File: config.mk
export PLATFORM = sky130hd
export DESIGN_NAME = sram_cycle_ctrl
export DESIGN_NICKNAME = d
export VERILOG_FILES = /design/src/rtl/sram_ctrl_pkg.sv /design/src/rtl/sram_phase_timer.sv /design/src/rtl/sram_lane_capture.sv /design/src/rtl/sram_cycle_ctrl.sv
export SDC_FILE = /design/constraint.sdc
export NUM_CORES = 1
export LEC_CHECK = 0
export ABC_CLOCK_PERIOD_IN_PS = 2350
export CAP_MARGIN = 20
export CORE_UTILIZATION = 26
export DETAILED_ROUTE_END_ITERATION = 12
export MAX_ROUTING_LAYER = met4
export SLEW_MARGIN = 20
export SYNTH_ARGS = -nofsm -noshare
export SYNTH_HDL_FRONTEND = slang
export SYNTH_SLANG_ARGS = --single-unit
File: constraint.sdc
create_clock -name clk -period 2.35 [get_ports clk]
set_clock_uncertainty 0.15 [all_clocks]
set_input_delay 0.47 -clock clk [delete_from_list [all_inputs] [get_ports clk]]
set_output_delay 0.47 -clock clk [all_outputs]
set_load 0.02 [all_outputs]
File: src/rtl/sram_ctrl_pkg.sv
package sram_ctrl_pkg;

  typedef enum logic [2:0] {
    ST_IDLE,
    ST_RD_ACC,
    ST_RD_FLOAT,
    ST_WR_SETUP,
    ST_WR_PULSE,
    ST_WR_HOLD
  } phase_e;

  typedef struct packed {
    logic ce_n;
    logic we_n;
    logic oe_n;
    logic drive;
  } strobe_t;

  localparam strobe_t STB_QUIET = '{ce_n: 1'b1, we_n: 1'b1, oe_n: 1'b1, drive: 1'b0};

endpackage

File: src/rtl/sram_phase_timer.sv
module sram_phase_timer #(
  parameter int CNT_W = 2
) (
  input  logic             clk,
  input  logic             rst_n,
  input  logic             load,
  input  logic [CNT_W-1:0] load_val,
  output logic             expired
);

  logic [CNT_W-1:0] cnt_q;
  logic [CNT_W-1:0] cnt_d;

  always_comb begin
    cnt_d = cnt_q;
    if (load) begin
      cnt_d = load_val;
    end else if (cnt_q != '0) begin
      cnt_d = cnt_q - CNT_W'(1);
    end
  end

  always_ff @(posedge clk or negedge rst_n) begin
    if (!rst_n) begin
      cnt_q <= '0;
    end else begin
      cnt_q <= cnt_d;
    end
  end

  assign expired = (cnt_q == '0);

endmodule

File: src/rtl/sram_lane_capture.sv
module sram_lane_capture #(
  parameter int LANES = 4
) (
  input  logic               clk,
  input  logic               rst_n,
  input  logic               capture,
  input  logic [LANES-1:0]   lane_en,
  input  logic [LANES*8-1:0] din,
  output logic [LANES*8-1:0] dout
);

  for (genvar i = 0; i < LANES; i++) begin : g_lane
    logic [7:0] byte_q;

    always_ff @(posedge clk or negedge rst_n) begin
      if (!rst_n) begin
        byte_q <= 8'h00;
      end else if (capture) begin
        byte_q <= lane_en[i] ? din[8*i +: 8] : 8'h00;
      end
    end

    assign dout[8*i +: 8] = byte_q;
  end

endmodule

File: src/rtl/sram_cycle_ctrl.sv
module sram_cycle_ctrl
  import sram_ctrl_pkg::*;
#(
  parameter int ADDR_W    = 16,
  parameter int DATA_W    = 32,
  parameter int RD_CYC    = 2,
  parameter int FLOAT_CYC = 1,
  parameter int SETUP_CYC = 1,
  parameter int WP_CYC    = 1,
  parameter int HOLD_CYC  = 1
) (
  input  logic                clk,
  input  logic                rst_n,
  input  logic                req,
  input  logic                req_we,
  input  logic [ADDR_W-1:0]   req_addr,
  input  logic [DATA_W-1:0]   req_wdata,
  input  logic [DATA_W/8-1:0] req_be,
  output logic                done,
  output logic [DATA_W-1:0]   rd_data,
  output logic [ADDR_W-1:0]   sram_addr,
  output logic                sram_ce_n,
  output logic [DATA_W/8-1:0] sram_bs_n,
  output logic                sram_we_n,
  output logic                sram_oe_n,
  output logic [DATA_W-1:0]   bus_dout,
  output logic                bus_oe,
  input  logic [DATA_W-1:0]   bus_din
);

  localparam int LANES   = DATA_W / 8;
  localparam int MAX_A   = (RD_CYC > FLOAT_CYC) ? RD_CYC : FLOAT_CYC;
  localparam int MAX_B   = (SETUP_CYC > WP_CYC) ? SETUP_CYC : WP_CYC;
  localparam int MAX_C   = (MAX_B > HOLD_CYC) ? MAX_B : HOLD_CYC;
  localparam int MAX_CYC = (MAX_A > MAX_C) ? MAX_A : MAX_C;
  localparam int CNT_W   = (MAX_CYC > 1) ? $clog2(MAX_CYC) : 1;

  phase_e             st_q, st_d;
  strobe_t            stb_q, stb_d;
  logic [LANES-1:0]   bs_n_q, bs_n_d;
  logic [ADDR_W-1:0]  addr_q;
  logic [DATA_W-1:0]  wdata_q;
  logic [LANES-1:0]   be_q;
  logic [LANES-1:0]   be_src;
  logic               done_q, done_d;
  logic               accept;
  logic               capture;
  logic               tmr_load;
  logic [CNT_W-1:0]   tmr_val;
  logic               tmr_expired;

  assign accept = (st_q == ST_IDLE) && req;
  assign be_src = (st_q == ST_IDLE) ? req_be : be_q;

  // Phase sequencing
  always_comb begin
    st_d     = st_q;
    tmr_load = 1'b0;
    tmr_val  = '0;
    done_d   = 1'b0;
    capture  = 1'b0;
    unique case (st_q)
      ST_IDLE: begin
        if (req) begin
          tmr_load = 1'b1;
          if (req_we) begin
            st_d    = ST_WR_SETUP;
            tmr_val = CNT_W'(SETUP_CYC - 1);
          end else begin
            st_d    = ST_RD_ACC;
            tmr_val = CNT_W'(RD_CYC - 1);
          end
        end
      end
      ST_RD_ACC: begin
        if (tmr_expired) begin
          capture  = 1'b1;
          done_d   = 1'b1;
          st_d     = ST_RD_FLOAT;
          tmr_load = 1'b1;
          tmr_val  = CNT_W'(FLOAT_CYC - 1);
        end
      end
      ST_RD_FLOAT: begin
        if (tmr_expired) st_d = ST_IDLE;
      end
      ST_WR_SETUP: begin
        if (tmr_expired) begin
          st_d     = ST_WR_PULSE;
          tmr_load = 1'b1;
          tmr_val  = CNT_W'(WP_CYC - 1);
        end
      end
      ST_WR_PULSE: begin
        if (tmr_expired) begin
          st_d     = ST_WR_HOLD;
          tmr_load = 1'b1;
          tmr_val  = CNT_W'(HOLD_CYC - 1);
        end
      end
      ST_WR_HOLD: begin
        if (tmr_expired) begin
          st_d   = ST_IDLE;
          done_d = 1'b1;
        end
      end
      default: st_d = ST_IDLE;
    endcase
  end

  // Strobe levels for the coming phase, registered so the pins never glitch
  always_comb begin
    unique case (st_d)
      ST_RD_ACC:               stb_d = '{ce_n: 1'b0, we_n: 1'b1, oe_n: 1'b0, drive: 1'b0};
      ST_WR_SETUP, ST_WR_HOLD: stb_d = '{ce_n: 1'b0, we_n: 1'b1, oe_n: 1'b1, drive: 1'b1};
      ST_WR_PULSE:             stb_d = '{ce_n: 1'b0, we_n: 1'b0, oe_n: 1'b1, drive: 1'b1};
      default:                 stb_d = STB_QUIET;
    endcase
    bs_n_d = stb_d.ce_n ? '1 : ~be_src;
  end

  always_ff @(posedge clk or negedge rst_n) begin
    if (!rst_n) begin
      st_q   <= ST_IDLE;
      stb_q  <= STB_QUIET;
      bs_n_q <= '1;
      done_q <= 1'b0;
    end else begin
      st_q   <= st_d;
      stb_q  <= stb_d;
      bs_n_q <= bs_n_d;
      done_q <= done_d;
    end
  end

  // Request capture, enabled only on acceptance
  always_ff @(posedge clk or negedge rst_n) begin
    if (!rst_n) begin
      addr_q  <= '0;
      wdata_q <= '0;
      be_q    <= '0;
    end else if (accept) begin
      addr_q  <= req_addr;
      wdata_q <= req_wdata;
      be_q    <= req_be;
    end
  end

  sram_phase_timer #(.CNT_W(CNT_W)) u_timer (
    .clk      (clk),
    .rst_n    (rst_n),
    .load     (tmr_load),
    .load_val (tmr_val),
    .expired  (tmr_expired)
  );

  sram_lane_capture #(.LANES(LANES)) u_capture (
    .clk     (clk),
    .rst_n   (rst_n),
    .capture (capture),
    .lane_en (be_q),
    .din     (bus_din),
    .dout    (rd_data)
  );

  assign done      = done_q;
  assign sram_addr = addr_q;
  assign sram_ce_n = stb_q.ce_n;
  assign sram_we_n = stb_q.we_n;
  assign sram_oe_n = stb_q.oe_n;
  assign sram_bs_n = bs_n_q;
  assign bus_oe    = stb_q.drive;
  assign bus_dout  = wdata_q;

endmodule

# Yosys cells after proc, flatten, opt, wreduce, memory -nomap -nowiden
# Cells that the tools add are included.
# word_totals
latchBits	0
output_inout_bits	89
wordCells	56
mem_bits_rw	0
memories	0
ff_bits	97
mem_bits_ro	0
# op_classes
n_mul	0
reduce_logical	6
shifts	0
bitwise_logic	1
add_sub_neg	1
muxes	24
magnitude_cmp	0
n_div	0
n_eq_ne	9
# op_table
op	count
$mux W8	4
$mux W3	5
$pmux W3 S5	1
$eq A3 B3 Y1 const B	4
$pmux W4 S3	1
$eq A3 B2 Y1 const B	3
$mux W1	9
$mux W4	2
$eq A3 B1 Y1 const B	2
$reduce_or A2 Y1	3
$not A4 Y4	1
$logic_not A3 Y1	1
$reduce_or A3 Y1	1
$mux W2	1
$pmux W1 S2	1
$logic_and A1 B1 Y1	1
$sub A1 B1 Y1 const B	1

# Depth between registers and ports, before layout
# Gate-level depths: netlist of run 1.
# depth
ltp_word	7
mapped_depth	6
mapped_depth_nobuf	3

# Hierarchy
# A second synthesis of run 1 with hierarchy kept.
# hier_totals
hier_cells	305
area_unflattened_um2	4156.5
# by_module_without_submodules
mod	cells_per_inst	seq_area_each_um2	n_inst	area_each_um2
sram_cycle_ctrl	163	1610.3	1	2788.9
sram_lane_capture	139	800.8	1	1332.5
sram_phase_timer	3	25.0	1	35.0

# Worst setup path after synthesis of run 1
# Ideal clock, no wire load.
# synth_path
path_kind	register -> register
from	register st_q[2]
to	register be_q[3]
stages_incl_launch_ff	7
setup_slack_ns	0.606
arrival_time_ns	1.470
n_path_buf	3
setup_time_ns	0.125
cell_sequence	dfrtp_1 > buf_6 > nor3_4 > and2_4 > buf_12 > buf_12 > mux2_2
# synth_between
elab_chain_cells	2
# synth_lines
element	line	text
start: declaration	sram_cycle_ctrl.sv:38	phase_e st_q, st_d;
start signal: assignment	sram_cycle_ctrl.sv:129	st_q <= st_d;
$logic_not A3 Y1	sram_cycle_ctrl.sv:52	assign accept = (st_q == ST_IDLE) && req;
$logic_and A1 B1 Y1	sram_cycle_ctrl.sv:52	
end signal: assignment	sram_cycle_ctrl.sv:145	be_q <= req_be;
end: declaration	sram_cycle_ctrl.sv:43	logic [LANES-1:0] be_q;
# Every way passes these cells.
# A chain may end at the register's enable or synchronous reset.

# Worst setup path in the final report of run 1
# layout_path
from	register bs_n_q[3], in the netlist sram_bs_n[3]
to	output sram_bs_n[3]
# layout_lines
element	line	text
start: declaration	sram_cycle_ctrl.sv:40	logic [LANES-1:0] bs_n_q, bs_n_d;
start signal: assignment	sram_cycle_ctrl.sv:131	bs_n_q <= bs_n_d;
end: declaration	sram_cycle_ctrl.sv:23	output logic [DATA_W/8-1:0] sram_bs_n,
# No word-level cell between the ends.

==> run metrics, run 1 <==
clock sink total 97; r2r startpoint st_q[1]; Min-Delay Startpoint u_capture.g_lane[2].byte_q[0]; Initial Utilization 26.6%; die area 0.0160 sq mm; final worst slack 0.242 ns; RSZ-0062 raised after global routing false; Detailed Place HPWL 7120 um; remaining antenna violation count 0; Die W 127 um; Bufs and invs on worst path 1; Worst EP arrival 1.49 ns; 1st-pass router iterations 4; Placed Instances 659; crit-path cells clkdlybuf4s50_1; syn_area_per_cell 13.2 sq um; r2r setup slk 0.45 ns; Worst Hold Class reg2reg; Critical Path End Type output pin; Cell Pwr Density 1430 mW/mm^2; via count of the first global-routing pass 3045; Synth top area share 55.8%; fin cells 675; CTS tree done; Slew Limit Fails 0; Worst path max stage delay 0.63 ns; most frequent cells in the layout 175 x clkdlybuf4s50_1, 90 x dfrtp_1, 71 x nand2_1; die span in y 127 um; Setup TNS 0 ns; Critical R2R Capture bus_dout[29]; min cycle time layout 2.11 ns; Synth-to-Final Area Change 53.8%; f_max 0.474 GHz; CP delay by family, top buffers and inverters; WP data required 1.73 ns; Yosys top cell by area dfrtp_1; Core Rows 45; Total Routing Usage GR 13.1%; max cap viols 0; VDD IR-drop max 0.517 mV; Leakage 0.00257 uW; status finished clean; H-tree levels 3; Final Hold Vio Count 0; Yosys cell types 30; Synthesis Warnings 0; CTS clk-pin slew, worst paths 0.06 ns; total congestion overflow 0; Core ar. 0.0152 sq mm; share of post-route cells with drive strength above 1 24.4%; slew margin rel. 63.4%; top cells by area, synth dfrtp_1 56%, mux2_2 16%, nand2_1 6.6%; Worst R2R Path Depth 4; wire per inst 14.5 um; Final period util 89.7%; commonest non-fill, non-tap cell in the layout clkdlybuf4s50_1; port buffer count 176; initial antenna violation count 0; IO Count 177; post-synthesis register bit count 97; hold slack 0.328 ns; Root Driver clkbuf_16; Hold EP u_capture.g_lane[2].byte_q[0]; DRC viols 0; critical path class reg2out; hold depth 2; worst skew pair latency 0.34 ns; routability cong. 0.719; total CTS buffers 9; Mapped Nets 394; Netlist Area Pre-Place 0.00404 sq mm; pin count of the biggest net entering global routing 65; Iter 0 DRT Violations 83; cell count after synthesis 306; sequential-to-total area share from yosys stat 60.4%; first-pass GRT wire length 15600 um; # nets final 571; post-CTS setup buffers 0; Max Buffers Root-to-Sink 2; Post-Route WL 9760 um; n_diodes 0; final number of setup-violating endpoints 0; vias 2883; DR vias/cell 4.27; Worst Path Max Fanout 1; Crit-path slowest cell clkdlybuf4s50_1; critical path startpoint category flop; dpl ws 0.138 ns; worst slew pin tran 0.549 ns
## cells in the mapped netlist, drive strengths merged
library cell and count:
nand2 71, or3 1, nor3b 1, a22o 1
a31oi 1, mux2 56, a22oi 1, dfrtp 90
a21oi 3, or4b 1, nand2b 4, o22a 1
nor3 1, nor2 4, inv 2, and2 2
o21bai 1, clkbuf 1, buf 20, nor2b 2
a221oi 2, o22ai 1, o21ai 32, dfstp 7
## registers in the layout, indices dropped and copies added (netlist names)
signal,flops
bus_dout,32
st_q,3
sram_ce_n,1
sram_addr,16
sram_we_n,1
be_q,4
bus_oe,1
sram_oe_n,1
u_timer.cnt_q,1
sram_bs_n,4
u_capture.g_lane.byte_q,32
done,1
## cell type report
class / instances / area (sq um)
Clock buffer: 13 / 270
Clock inverter: 2 / 12.5
Fill cell: 1439 / 8990
Inverter: 2 / 7.51
Multi-Input combinational cell: 186 / 1350
Sequential cell: 97 / 2440
Tap cell: 188 / 235
Timing Repair Buffer: 187 / 1890
## logic make-up (layout without fill, tap and decap cells)
family / after synthesis / in the layout / synth area share [%]
buffers and inverters: 23 / 204 / 6.17
AO/OA/AOI/OAI: 43 / 43 / 8.49
flip-flops: 97 / 97 / 60.4
multiplexers: 56 / 56 / 15.6
AND/OR/NAND/NOR: 87 / 87 / 9.36
## layer usage
metal	vias to the layer above	routed length (um)	track usage (%)
li1	1392	-	-
met1	1388	4120	15.0
met2	87	4990	21.8
met3	16	444	2.95
met4	0	206	6.09
met5	-	0	-
## stage by stage
stage / area [sq um] / power, uW / util, %
after floorplan: 4040 / 5740 / -
after global placement: 5910 / 7520 / 38.9
after detailed placement: 5910 / 7610 / 38.9
after CTS: 6210 / 9060 / 40.8
after global routing: 6210 / 9480 / 40.8
final: 6210 / 8890 / 40.8
## worst reg2reg max path: cells and delay by family (launching register included)
kind	cells	cell delay, ns
buf+inv	1	0.21
simple gates	2	0.54
flops	1	0.52
mux	1	0.36
## worst max-delay path by stage
stage,from,to,slack [ns],cells after the start
6_report,sram_bs_n[3],sram_bs_n[3],0.24,1
4_1_cts,sram_bs_n[3],sram_bs_n[3],0.20,1
2_1_floorplan,st_q[2],be_q[3],0.61,6
3_5_place_dp,req,bus_dout[30],0.14,4
3_3_place_gp,req,sram_addr[7],0.20,4
5_1_grt,sram_bs_n[3],sram_bs_n[3],0.20,1
## what timing repair did
item                                    4_1_cts  5_1_grt
gates resized for setup                       0        0
hold buffers                                  1        0
hold endpoints to repair                     32        0
endpoints found under the setup margin        0        0
## power by group
group / leakage, uW / switching, uW / internal, uW
Clock: 0.000138 / 594 / 797
Sequential: 0.00118 / 551 / 2500
Combinational: 0.00125 / 2130 / 2320
Note: power is estimated with default switching activity, not from simulation.
==> run 2, diff against run 1 <==
--- a/config.mk
+++ b/config.mk
@@ -10,7 +10,6 @@
 export CORE_UTILIZATION = 26
 export DETAILED_ROUTE_END_ITERATION = 12
 export MAX_ROUTING_LAYER = met4
-export SLEW_MARGIN = 20
 export SYNTH_ARGS = -nofsm -noshare
 export SYNTH_HDL_FRONTEND = slang
 export SYNTH_SLANG_ARGS = --single-unit
==> constraint.sdc (replaced) <==
create_clock -name clk -period 2.35 [get_ports clk]
set_clock_uncertainty 0.15 [all_clocks]
set_input_delay 0.235 -clock clk [delete_from_list [all_inputs] [get_ports clk]]
set_output_delay 0.235 -clock clk [all_outputs]
set_load 0.02 [all_outputs]
==> run 2 against run 1 <==
Count of clock-buffer cells in the layout shrank 4. Core utilization is essentially flat. Clock power grew 14%. Final cell count shrank 0.30%. Critical path type is now reg2reg. Highest routed layer unchanged. Combinational power is essentially flat. First-iteration DRC count shrank 46%. Worst setup slack gained 0.17 ns. Routed wire length shrank 1.2%. Sequential power is essentially flat.
==> run metrics, run 2 (synthesized netlist as in run 1, its figures left out) <==
f_max 0.516 GHz (+8.7%); via count of the first global-routing pass 2940 (-3.4%); 1st-pass router iterations 4 (unchanged); Detailed Place HPWL 6960 um (-2.2%); Slew Limit Fails 0 (unchanged); Final Hold Vio Count 0 (unchanged); die area 0.0160 sq mm (unchanged); Worst EP arrival 2.01 ns (+0.52 ns); slew margin rel. 71.5% (+8.1 points); # nets final 568 (-0.53%); fin cells 673 (-0.30%); Filler Cell Count 1466 (+1.9%); wire per inst 14.3 um (-0.87%); commonest non-fill, non-tap cell in the layout clkdlybuf4s50_1; final number of setup-violating endpoints 0 (unchanged); min cycle time layout 1.94 ns (-0.169 ns); Final period util 82.5% (-7.2 points); critical path class reg2reg; Worst Path Max Fanout 22 (+21); Max Buffers Root-to-Sink 2 (unchanged); worst skew pair latency 0.34 ns (about the same); placed cell area 0.00588 sq mm (-0.59%); Critical Path End Type flop; H-tree levels 3 (unchanged); Post-Route WL 9650 um (-1.2%); routability cong. 0.751 (+4.4%); total CTS buffers 9 (unchanged); r2r startpoint st_q[1]; Iter 0 DRT Violations 45 (-46%); n_diodes 0 (unchanged); VDD IR-drop max 0.726 mV (+40%); RSZ-0062 raised after global routing false; DR vias/cell 4.25 (-0.54%); initial antenna violation count 0 (unchanged); critical path startpoint category flop; Critical Path Start st_q[1]; Synth-to-Final Area Change 53.8% (about the same); remaining antenna violation count 0 (unchanged); status finished clean; CTS clk-pin slew, worst paths 0.07 ns (about the same); internal power 5720 uW (+1.9%); r2r setup slk 0.41 ns (-0.04 ns); Psw 3320 uW (+1.4%); Total Routing Usage GR 13.1% (about the same); post-CTS setup buffers 0 (unchanged); share of post-route cells with drive strength above 1 24.3% (-0.11 points); Clk pwr share 17.4% (+1.8 points); Net Sw Frac 36.7% (-0.11 points); first-pass GRT wire length 15500 um (-0.62%); Core ar. 0.0152 sq mm (unchanged); Final Util 40.8% (about the same); post-route cell area 0.00621 sq mm (about the same); port buffer count 176 (unchanged); worst slew pin tran 0.428 ns (-0.122 ns); vias 2859 (-0.83%); sequential share of power 33.6% (-0.8 points); total congestion overflow 0 (unchanged); Core Rows 45 (unchanged); Die W 127 um (unchanged); die span in y 127 um (unchanged); combinational power share 48.9% (-1.1 points); DRC viols 0 (unchanged); post-CTS sizing 0 (unchanged); Setup TNS 0 ns (unchanged); IO Count 177 (unchanged); most frequent cells in the layout 175 x clkdlybuf4s50_1, 90 x dfrtp_1, 71 x nand2_1; CTS tree done; pin count of the biggest net entering global routing 65 (unchanged); Worst Hold Class in2async; Cell Pwr Density 1460 mW/mm^2 (+1.7%); Initial Utilization 26.6% (unchanged); Root Driver clkbuf_16; WP data required 2.42 ns (+0.69 ns); max cap viols 0 (unchanged); Placed Instances 656 (-0.46%); Leakage 0.00257 uW (-0.24%); clock sink total 97 (unchanged)
-- run 2: cell types whose count changed in the layout (fill, tap and decap cells not counted), sizes merged --
| cell | before | now |
|---|---|---|
| clkbuf | 13 | 9 |
| inv | 2 | 3 |
| buf | 11 | 8 |
| bufinv | 0 | 2 |
| clkinv | 1 | 2 |
| clkinvlp | 1 | 2 |
-- run 2: per-layer routing --
| layer | share of wire (%) | up-vias | track usage [%] | wire length [um] |
|---|---|---|---|---|
| li1 | - | 1390 | - | - |
| met1 | 42 | 1377 | 15.1 | 4100 |
| met2 | 51 | 82 | 21.5 | 4910 |
| met3 | 4.9 | 10 | 3.08 | 477 |
| met4 | 1.7 | 0 | 6.24 | 165 |
| met5 | 0 | - | - | 0 |
-- run 2: cell type report --
class,instances,area [sq um],area share (%)
clock buffers,9,225,3.63
clock inverters,7,93.8,1.51
inverters,2,7.51,0.121
multi-input cells,186,1350,21.8
flip-flops and latches,97,2440,39.2
well taps,188,235,3.79
repair buffers,184,1860,29.9
-- run 2: critical path: stages, from the launching register on --
cell	delay, ns
dfrtp_1	0.52
nor3_4	0.25
and2_4	0.18
buf_4	0.32
mux2_2	0.38
-- run 2: power groups by stage --
stage	Clock [uW]	Combinational (uW)	Sequential [uW]
2_1_floorplan	0	1930	3810
3_3_place_gp	0	4430	3060
3_5_place_dp	0	4490	3090
4_1_cts	1650	4500	3070
5_1_grt	1710	4730	3180
6_report	1580	4430	3040
-- run 2: path summary, 6_finish.rpt --
kind | endpoint | depth (start not counted)
min | bus_dout[14] | 2
min in group clk | u_capture.g_lane[1].byte_q[0] | 3
min reg2reg | u_capture.g_lane[3].byte_q[4] | 2
max in group asynchronous | u_capture.g_lane[1].byte_q[0] | 3
max | bus_dout[29] | 4
max reg2reg | bus_dout[29] | 4
-- run 2: what timing repair did --
item | CTS | global route
endpoints found under the setup margin | 0 | 0
endpoints found under the hold margin | 90 | 0
hold buffers | 1 | 0
-- run 2: metrics by stage --
step	hold slack (ns)	total power [uW]	worst slack, ns
after floorplan	-0.211	5740	0.606
after global placement	-0.0869	7490	0.432
after detailed placement	-0.0863	7580	0.386
after CTS	0.0942	9210	0.405
after global routing	0.0919	9620	0.315
final	0.109	9050	0.411
==> run 3, diff against run 2 <==
--- a/config.mk
+++ b/config.mk
@@ -5,7 +5,7 @@
 export SDC_FILE = /design/constraint.sdc
 export NUM_CORES = 1
 export LEC_CHECK = 0
-export ABC_CLOCK_PERIOD_IN_PS = 2350
+export ABC_CLOCK_PERIOD_IN_PS = 1900
 export CAP_MARGIN = 20
 export CORE_UTILIZATION = 26
 export DETAILED_ROUTE_END_ITERATION = 12
==> constraint.sdc (replaced) <==
create_clock -name clk -period 1.9 [get_ports clk]
set_clock_uncertainty 0.15 [all_clocks]
set_input_delay 0.19 -clock clk [delete_from_list [all_inputs] [get_ports clk]]
set_output_delay 0.19 -clock clk [all_outputs]
set_load 0.02 [all_outputs]
==> run 3 against run 2 <==
Register-to-register slack got worse by 0.22 ns. Via count grew 2.4%. Clock power rose by 15%. Global-route usage shrank 0.082 points. Non-clock buffer count is 7 higher. Highest routed layer unchanged. Design area up 0.89%. Critical path depth is 3 lower. Largest power group unchanged. Sequential share of layout area is 0.34 points lower. Flip-flop and latch count unchanged. Hold slack improved by 0.085 ns. Routed wire length up 1.3%. Final cell count grew 1.0%.
==> run metrics, run 3 (synthesized netlist as in run 1, its figures left out) <==
H-tree levels 3 (unchanged); share of post-route cells with drive strength above 1 25.4% (+1.1 points); Worst path max stage delay 0.63 ns (+0.11 ns); Total Routing Usage GR 13.0% (-0.082 points); critical path startpoint category flop; first-pass GRT wire length 15400 um (-0.31%); most frequent cells in the layout 175 x clkdlybuf4s50_1, 90 x dfrtp_1, 71 x nand2_1; commonest non-fill, non-tap cell in the layout clkdlybuf4s50_1; final worst slack 0.0703 ns (-0.341 ns); critical path class reg2out; die span in y 127 um (unchanged); dpl ws 0.149 ns (-0.237 ns); f_max 0.547 GHz; Setup TNS 0 ns (unchanged); Worst R2R Path Depth 4 (unchanged); crit-path cells clkdlybuf4s50_1; DR vias/cell 4.31 (+1.4%); Final Hold Vio Count 0 (unchanged); pin count of the biggest net entering global routing 65 (unchanged); status finished clean; Worst Hold Class in2async; routability cong. 0.705 (-6.2%); initial antenna violation count 0 (unchanged); CP delay by family, top buffers and inverters; die area 0.0160 sq mm (unchanged); Initial Utilization 26.6% (unchanged); 1st-pass router iterations 4 (unchanged); vias 2928 (+2.4%); Root Driver clkbuf_16; worst slew pin tran 0.451 ns (+0.0228 ns); slew margin rel. 70.0% (-1.5 points); Worst Path Max Fanout 1 (-95%); clock sink total 97 (unchanged); max cap viols 0 (unchanged); Slew Limit Fails 0 (unchanged); via count of the first global-routing pass 2989 (+1.7%); wire per inst 14.4 um (+0.23%); CTS clk-pin slew, worst paths 0.07 ns (about the same); VDD IR-drop max 0.640 mV (-12%); IO Count 177 (unchanged); port buffer count 176 (unchanged); CTS tree done; Cell Pwr Density 1780 mW/mm^2 (+22%); Iter 0 DRT Violations 65 (+44%); Synth-to-Final Area Change 55.2%; Core ar. 0.0152 sq mm (unchanged); Post-Route WL 9770 um (+1.3%); min cycle time layout 1.83 ns; Core Rows 45 (unchanged); final number of setup-violating endpoints 0 (unchanged); n_diodes 0 (unchanged); Detailed Place HPWL 7000 um (+0.47%); r2r setup slk 0.19 ns (-0.22 ns); worst skew pair latency 0.34 ns (about the same); total CTS buffers 9 (unchanged); Critical R2R Capture u_capture.g_lane[1].byte_q[5]; RSZ-0062 raised after global routing false; Max Buffers Root-to-Sink 2 (unchanged); remaining antenna violation count 0 (unchanged); WP data required 1.56 ns (-0.86 ns); r2r startpoint st_q[1]; # nets final 575 (+1.2%); Final period util 96.3%; Final Util 41.2% (+0.36 points); total congestion overflow 0 (unchanged); post-CTS sizing 0 (unchanged); Leakage 0.00261 uW (+1.6%); Crit-path slowest cell clkdlybuf4s50_1; Worst EP arrival 1.49 ns (-0.52 ns); Bufs and invs on worst path 1 (unchanged); DRC viols 0 (unchanged); Die W 127 um (unchanged); Filler Cell Count 1448 (-1.2%); Critical Path End Type output pin
[run 3: layer usage]
layer  up-vias  share of wire [%]  global-route usage, %
met5         -                  0                      -
met4         0                2.3                   4.61
met3        15                6.2                   4.89
met2        97                 50                   21.5
met1      1417                 42                   14.4
li1       1399                  -                      -
[run 3: cell type report]
class | instances | area (sq um) | area share [%]
clock inverters | 6 | 57.6 | 0.919
multi-input cells | 186 | 1350 | 21.6
clock buffers | 10 | 239 | 3.82
well taps | 188 | 235 | 3.76
inverters | 2 | 7.51 | 0.120
repair buffers | 191 | 1940 | 30.9
flip-flops and latches | 97 | 2440 | 38.9
[run 3: metrics by stage]
stage          hold WS (ns)  std cells  instance area, sq um  power [uW]
3_3_place_gp         0.0164        663                  5960        9350
6_report              0.194        680                  6260       11200
3_5_place_dp         0.0200        663                  5960        9460
2_1_floorplan        -0.256        306                  4040        7100
4_1_cts               0.193        680                  6260       11400
5_1_grt               0.214        680                  6260       11900
[run 3: how the worst max path moves through the flow]
stage | slack [ns] | startpoint | cells past startpoint | end
3_3_place_gp | 0.17 | req | 4 | sram_addr[7]
3_5_place_dp | 0.15 | req | 4 | sram_addr[2]
4_1_cts | 0.04 | sram_bs_n[3] | 1 | sram_bs_n[3]
2_1_floorplan | 0.16 | st_q[2] | 6 | be_q[3]
5_1_grt | 0.03 | sram_bs_n[3] | 1 | sram_bs_n[3]
6_report | 0.07 | sram_bs_n[3] | 1 | sram_bs_n[3]
[run 3: repair_timing]
item,CTS,global route
buffers inserted,0,0
endpoints found under the hold margin,30,0
endpoints found under the setup margin,0,0
hold buffers,1,0
[run 3: where the power goes]
part / switching, uW / internal, uW / total, uW
Clock: 773 / 1050 / 1820
Combinational: 2720 / 2920 / 5640
Sequential: 612 / 3100 / 3710
Total: 4110 / 7060 / 11200
